## src/rtl/blank_pkg.sv

```systemverilog
package blank_pkg;
  localparam int VLINE_MIN   = 3;
  localparam int VLINE_MAX   = 127;
  localparam int VLINE_CNT_W = $clog2(VLINE_MAX + 1);
  localparam int HADV_MAX    = 64;

  typedef struct packed {
    logic rise;
    logic fall;
  } edge_t;
endpackage

```

## src/rtl/bpg_sync.sv

```systemverilog
module bpg_sync #(
  parameter int STAGES = 2
) (
  input  logic clk,
  input  logic rst_n,
  input  logic d,
  output logic q
);
  logic [STAGES-1:0] chain;

  always_ff @(posedge clk or negedge rst_n) begin
    if (!rst_n) chain <= '0;
    else        chain <= {chain[STAGES-2:0], d};
  end

  assign q = chain[STAGES-1];
endmodule

```

## src/rtl/bpg_hblank.sv

```systemverilog
module bpg_hblank
  import blank_pkg::*;
#(
  parameter int CNT_W = 12,
  parameter int ADV_W = 7
) (
  input  logic             clk,
  input  logic             rst_n,
  input  edge_t            fb,
  input  logic [ADV_W-1:0] cfg_adv,
  output logic             hb_raw
);
  localparam int TW = CNT_W + 1;
  localparam logic [CNT_W-1:0] CNT_MAX = '1;
  localparam logic [TW-1:0]    ADV_CAP = TW'(HADV_MAX);

  logic [CNT_W-1:0] pix_cnt;
  logic [CNT_W-1:0] period;
  logic [1:0]       seen;
  logic             valid;
  logic [TW-1:0]    adv_ext, adv_eff, target, next_pos;
  logic             early_hit;

  assign valid = seen[1];

  always_comb begin
    adv_ext   = TW'(cfg_adv);
    adv_eff   = (adv_ext > ADV_CAP) ? ADV_CAP : adv_ext;
    target    = {1'b0, period} - adv_eff;
    next_pos  = {1'b0, pix_cnt} + TW'(1);
    early_hit = valid && (adv_eff != '0) && !target[TW-1] &&
                (target != '0) && (next_pos == target);
  end

  // Period learning: clocks between consecutive flyback rises
  always_ff @(posedge clk or negedge rst_n) begin
    if (!rst_n) begin
      pix_cnt <= '0;
      period  <= '0;
      seen    <= '0;
    end else if (fb.rise) begin
      pix_cnt <= '0;
      period  <= (pix_cnt == CNT_MAX) ? CNT_MAX : pix_cnt + CNT_W'(1);
      if (seen != 2'd2) seen <= seen + 2'd1;
    end else if (pix_cnt != CNT_MAX) begin
      pix_cnt <= pix_cnt + CNT_W'(1);
    end
  end

  // Blank state: flyback rise sets, flyback fall clears, prediction sets early
  always_ff @(posedge clk or negedge rst_n) begin
    if (!rst_n)         hb_raw <= 1'b0;
    else if (fb.rise)   hb_raw <= 1'b1;
    else if (fb.fall)   hb_raw <= 1'b0;
    else if (early_hit) hb_raw <= 1'b1;
  end
endmodule

```

## src/rtl/bpg_vblank.sv

```systemverilog
module bpg_vblank
  import blank_pkg::*;
#(
  parameter int CFG_W = 8
) (
  input  logic                   clk,
  input  logic                   rst_n,
  input  logic                   vs_rise,
  input  logic                   fb_rise,
  input  logic [CFG_W-1:0]       cfg_lines,
  output logic                   vb_raw,
  output logic [VLINE_CNT_W-1:0] line_cnt
);
  localparam int LW = (CFG_W > VLINE_CNT_W) ? CFG_W : VLINE_CNT_W;

  logic [LW-1:0]          cfg_ext, clamped;
  logic [VLINE_CNT_W-1:0] lines_eff;
  logic [VLINE_CNT_W:0]   next_cnt;

  always_comb begin
    cfg_ext = LW'(cfg_lines);
    if (cfg_ext < LW'(VLINE_MIN))      clamped = LW'(VLINE_MIN);
    else if (cfg_ext > LW'(VLINE_MAX)) clamped = LW'(VLINE_MAX);
    else                               clamped = cfg_ext;
    lines_eff = VLINE_CNT_W'(clamped);
    next_cnt  = {1'b0, line_cnt} + (VLINE_CNT_W + 1)'(1);
  end

  always_ff @(posedge clk or negedge rst_n) begin
    if (!rst_n) begin
      vb_raw   <= 1'b0;
      line_cnt <= '0;
    end else if (vs_rise) begin
      vb_raw   <= 1'b1;
      line_cnt <= '0;
    end else if (vb_raw && fb_rise) begin
      if (next_cnt >= {1'b0, lines_eff}) begin
        vb_raw   <= 1'b0;
        line_cnt <= '0;
      end else begin
        line_cnt <= next_cnt[VLINE_CNT_W-1:0];
      end
    end
  end
endmodule

```

## src/rtl/blank_pulse_gen.sv

```systemverilog
module blank_pulse_gen
  import blank_pkg::*;
#(
  parameter int PIX_CNT_W   = 12,
  parameter int HADV_W      = 7,
  parameter int VLINES_W    = 8,
  parameter int SYNC_STAGES = 2
) (
  input  logic                clk,
  input  logic                rst_n,
  input  logic                flyback_i,
  input  logic                vsync_i,
  input  logic                hsync_i,
  input  logic                clamp_i,
  input  logic [VLINES_W-1:0] cfg_vlines,
  input  logic [HADV_W-1:0]   cfg_hadv,
  input  logic                cfg_hblank_en,
  input  logic                cfg_vblank_en,
  input  logic                cfg_clamp_sel,
  output logic                hblank_o,
  output logic                vblank_o,
  output logic                blank_o,
  output logic                clamp_o
);
  localparam int NUM_IN = 4;
  localparam int IX_FB  = 0;
  localparam int IX_VS  = 1;
  localparam int IX_HS  = 2;
  localparam int IX_CL  = 3;

  logic [NUM_IN-1:0] raw_in;
  logic [NUM_IN-1:0] lvl;
  logic fb_prev, vs_prev;
  logic fb_rise, fb_fall, vs_rise;
  edge_t fb_edge;
  logic hb_raw, vb_raw;
  logic [VLINE_CNT_W-1:0] vline_cnt;

  assign raw_in = {clamp_i, hsync_i, vsync_i, flyback_i};

  for (genvar i = 0; i < NUM_IN; i++) begin : g_sync
    bpg_sync #(.STAGES(SYNC_STAGES)) u_sync (
      .clk  (clk),
      .rst_n(rst_n),
      .d    (raw_in[i]),
      .q    (lvl[i])
    );
  end

  always_ff @(posedge clk or negedge rst_n) begin
    if (!rst_n) begin
      fb_prev <= 1'b0;
      vs_prev <= 1'b0;
    end else begin
      fb_prev <= lvl[IX_FB];
      vs_prev <= lvl[IX_VS];
    end
  end

  assign fb_rise      = lvl[IX_FB] & ~fb_prev;
  assign fb_fall      = ~lvl[IX_FB] & fb_prev;
  assign vs_rise      = lvl[IX_VS] & ~vs_prev;
  assign fb_edge.rise = fb_rise;
  assign fb_edge.fall = fb_fall;

  bpg_hblank #(.CNT_W(PIX_CNT_W), .ADV_W(HADV_W)) u_hblank (
    .clk    (clk),
    .rst_n  (rst_n),
    .fb     (fb_edge),
    .cfg_adv(cfg_hadv),
    .hb_raw (hb_raw)
  );

  bpg_vblank #(.CFG_W(VLINES_W)) u_vblank (
    .clk      (clk),
    .rst_n    (rst_n),
    .vs_rise  (vs_rise),
    .fb_rise  (fb_rise),
    .cfg_lines(cfg_vlines),
    .vb_raw   (vb_raw),
    .line_cnt (vline_cnt)
  );

  assign hblank_o = hb_raw & cfg_hblank_en;
  assign vblank_o = vb_raw & cfg_vblank_en;
  assign blank_o  = hblank_o | vblank_o;
  assign clamp_o  = cfg_clamp_sel ? lvl[IX_HS] : lvl[IX_CL];
endmodule

```

## config.mk

```make
export PLATFORM = sky130hd
export DESIGN_NAME = blank_pulse_gen
export DESIGN_NICKNAME = d
export VERILOG_FILES = /design/src/rtl/blank_pkg.sv /design/src/rtl/bpg_sync.sv /design/src/rtl/bpg_hblank.sv /design/src/rtl/bpg_vblank.sv /design/src/rtl/blank_pulse_gen.sv
export SDC_FILE = /design/constraint.sdc
export NUM_CORES = 1
export LEC_CHECK = 0
export ABC_AREA = 1
export ABC_CLOCK_PERIOD_IN_PS = 2200
export BUFFER_PORTS_ARGS = -buffer_cell sky130_fd_sc_hd__buf_4
export CAP_MARGIN = 25
export CORE_AREA = 5 5 166 88
export CTS_CLUSTER_SIZE = 25
export DETAILED_ROUTE_END_ITERATION = 10
export DIE_AREA = 0 0 171 93
export SYNTH_ARGS = -nofsm -noshare
export SYNTH_HDL_FRONTEND = slang
export SYNTH_SLANG_ARGS = --single-unit
```

## constraint.sdc

```tcl
create_clock -name clk -period 2.2 [get_ports clk]
set_input_delay 0.11 -clock clk [delete_from_list [all_inputs] [get_ports clk]]
set_output_delay 0.11 -clock clk [all_outputs]
set_load 0.05 [all_outputs]
```

==> flow_summary.json <==
{
  "status": "finished with violations",
  "violations": "setup timing",
  "syn-cell-area_mm2": 0.00319,
  "port-buffer-count": 27,
  "start_util_pct": 24.3,
  "syn-num-nets": 510,
  "drc": 0,
  "slew_violations": 0,
  "ys_types": 31,
  "antenna_found_initial": 0,
  "clk_latency_ns": 0.29,
  "ys_seq_area_share_pct": 35.3,
  "ys_ff_latch": 45,
  "grt_pass1_wl_mm": 14.4,
  "wl_per_cell_um": 12.5,
  "period_needed_ns": 2.33,
  "grt_setup_unrepaired": "yes",
  "cts_buffers": 5,
  "clock_path_buffers": 2,
  "skew_ns": 0.00896,
  "synth_top_family_by_area": "simple AND/OR/NAND/NOR gates",
  "hold_viol": 0,
  "total_power_mw": 3.46,
  "vias": 3184,
  "crit_cells": 17,
  "worstMarginPinSlew_ns": 0.583,
  "min_path_cells": 0,
  "fin_crit_sh_pct": 106,
  "antenna_left": 0,
  "drt-pass1-iter-count": 5,
  "crit_required_ns": 2.37,
  "wirelength_mm": 8.90,
  "synth_xor_area_share_pct": 1.10,
  "start_kind": "flop",
  "setup_ws_ns": -0.126,
  "viasPerCell": 4.47,
  "grt_pass1_vias": 2908,
  "die_w_um": 171,
  "grt_max_degree": 46,
  "path_delay_family": "simple AND/OR/NAND/NOR gates",
  "critPathCaptureType": "flop",
  "synth-adder-area-share_pct": 8.87,
  "fmax_ghz": 0.430,
  "drive_above_1_share_pct": 23.6,
  "fin_nets": 582,
  "utilization_pct": 32.8,
  "synth_simple_gate_area_share_pct": 38.5,
  "netlist_instances": 464,
  "syn_to_final_growth_pct": 34.7,
  "powerDensity_mw_per_mm2": 805,
  "r2r_cells": 17,
  "muxShareOfSynthArea_pct": 0.353,
  "avgSynthCellArea_um2": 6.87,
  "max_cap_violations": 0,
  "die_height_um": 93,
  "cts_sinks": 45,
  "overflow": 0,
  "cts_tree": "done",
  "cp.arrival_ns": 2.50,
  "clk_pin_slew_ns": 0.07,
  "crit_buf_inv": 3,
  "critical_path.cell_chain": "inv_2, ha_4, inv_2, fa_2, inv_2, nand2_2, nand3_2, nor2_2, nand2_1, a21oi_2, nand3_1, nor2_1, nand2_1, nor2_1, nand3_1, nand3_1, nand2_1",
  "grt_usage_pct": 11.2,
  "rows": 30,
  "synth_compound_area_share_pct": 7.10,
  "relSlewSlack_pct": 61.1,
  "gp_congestion": 0.898,
  "yosys.area.top_type_share_pct": 35.3,
  "num-fill-cells": 1352,
  "hold_class": "flop to flop",
  "die-area_mm2": 0.0159,
  "hpwlAfterDp_mm": 6.91,
  "num_antenna_cells": 0,
  "cp_slowest_cell": "fa_2",
  "cpPeakStageDelay_ns": 0.56,
  "synth_largest_area_cell": "dfrtp_1",
  "vdd_ir_drop_max_mv": 0.440,
  "core_mm2": 0.0131,
  "ys_warn_count": 0,
  "cts_max_level": 2,
  "ios": 28,
  "leakage_nw": 2.25,
  "path_class": "flop to flop",
  "initialDrtViolationCount": 190,
  "synth_area_leaders": "dfrtp_1 (35%), nand2_1 (16%), ha_1 (8.2%)",
  "setup_viol": 2,
  "root_buffer": "clkbuf_16",
  "crit_fanout": 2
}
## layout make-up
type                            count  area, µm²  share of cell area, %
Clock buffer                        5        125                   2.91
Clock inverter                      3       48.8                   1.14
Inverter                           70        263                   6.12
Multi-Input combinational cell    345       1970                   45.9
Sequential cell                    45       1130                   26.3
Tap cell                          176        220                   5.13
Timing Repair Buffer               69        538                   12.5
## registers in the layout (all words and copies together), names as in the netlist
signal	flops
fb_prev	1
g_sync.u_sync.chain	8
u_hblank.hb_raw	1
u_hblank.period	12
u_hblank.pix_cnt	12
u_hblank.seen	2
u_vblank.line_cnt	7
u_vblank.vb_raw	1
vs_prev	1
## what timing repair did
action,4_1_cts,5_1_grt
buffers inserted,3,4
cloned,0,0
hold endpoints to repair,49,0
resized for setup,10,38
setup endpoints to repair,9,9
pin swaps,6,22
hold buffers,5,0
## layout by cell type (no fill, tap or decap), types with 10 or more instances in the layout
| cell | count |
|---|---|
| nor2_2 | 10 |
| nand2_1 | 136 |
| nor2_1 | 50 |
| nand3_1 | 43 |
| ha_1 | 17 |
| inv_1 | 67 |
| buf_4 | 62 |
| dfrtp_1 | 44 |
| nand3_2 | 10 |
| o21ai_0 | 18 |
## logic make-up (layout without fill, tap and decap cells)
kind of cell | after synthesis | after routing
AND/OR/NAND/NOR | 278 | 278
buffers and inverters | 74 | 147
flip-flops | 45 | 45
AO/OA/AOI/OAI | 40 | 40
adder cells (fa/ha/maj) | 22 | 22
XOR/XNOR | 4 | 4
multiplexers | 1 | 1
## per-layer routing
layer | up-vias | GRT usage [%] | routed length, µm
met1 | 1476 | 17.8 | 4770
met5 | - | 0 | 0
li1 | 1622 | - | -
met4 | 0 | 0.989 | 14
met2 | 84 | 15.8 | 3660
met3 | 2 | 2.53 | 454
## synthesized netlist by cell type
cell and n:
o21ai_1 2, o21ai_0 22, nor3_1 3, a21oi_2 1, nand3_2 3, nand2_1 138
mux2_2 1, nand3_1 51, nor3_2 1, a21o_1 1, nand4_1 7, a31oi_1 1
nand3b_1 4, dfrtp_1 45, nor2_4 2, fa_1 1, nor2_2 3, inv_1 70
a21oi_1 7, nor2_1 57, a21boi_0 1, o21ai_2 2, clkbuf_1 4, a2111oi_0 1
nand2_2 6, o21bai_1 2, nor4_4 1, xor2_1 4, or3_1 1, or2_2 1
ha_1 21
## path summary, 6_finish.rpt
path	to	slack, ns	from
setup / recovery	u_hblank.hb_raw$_DFFE_PN0P_	-0.13	u_hblank.period[0]$_DFFE_PN0P_
hold / removal	g_sync[1].u_sync.chain[1]$_DFF_PN0_	0.35	g_sync[1].u_sync.chain[0]$_DFF_PN0_
setup reg to reg	u_hblank.hb_raw$_DFFE_PN0P_	-0.13	u_hblank.period[0]$_DFFE_PN0P_
hold reg to reg	g_sync[1].u_sync.chain[1]$_DFF_PN0_	0.35	g_sync[1].u_sync.chain[0]$_DFF_PN0_
max in group asynchronous	u_vblank.line_cnt[2]$_DFFE_PN0P_	1.40	rst_n
min in group asynchronous	u_hblank.period[9]$_DFFE_PN0P_	0.37	rst_n
## where the power goes
group          internal, mW  total (mW)  switching (mW)
logic                 0.639        1.51           0.867
registers             0.947        1.08           0.130
clock network         0.543       0.874           0.331
## metrics by stage
step / instance area (µm²) / hold WS, ns / instances / setup slack (ns) / TNS, ns
floorplan: 3190 / -0.186 / 464 / 0.0712 / 0
global placement: 3820 / 0.134 / 693 / -0.409 / -0.409
detailed placement: 3820 / 0.142 / 693 / -0.423 / -0.555
CTS: 4100 / 0.352 / 709 / -0.196 / -0.196
global route: 4290 / 0.357 / 713 / -0.286 / -1.20
finish: 4290 / 0.352 / 713 / -0.126 / -0.134
Note: power is estimated with default switching activity, not from simulation.
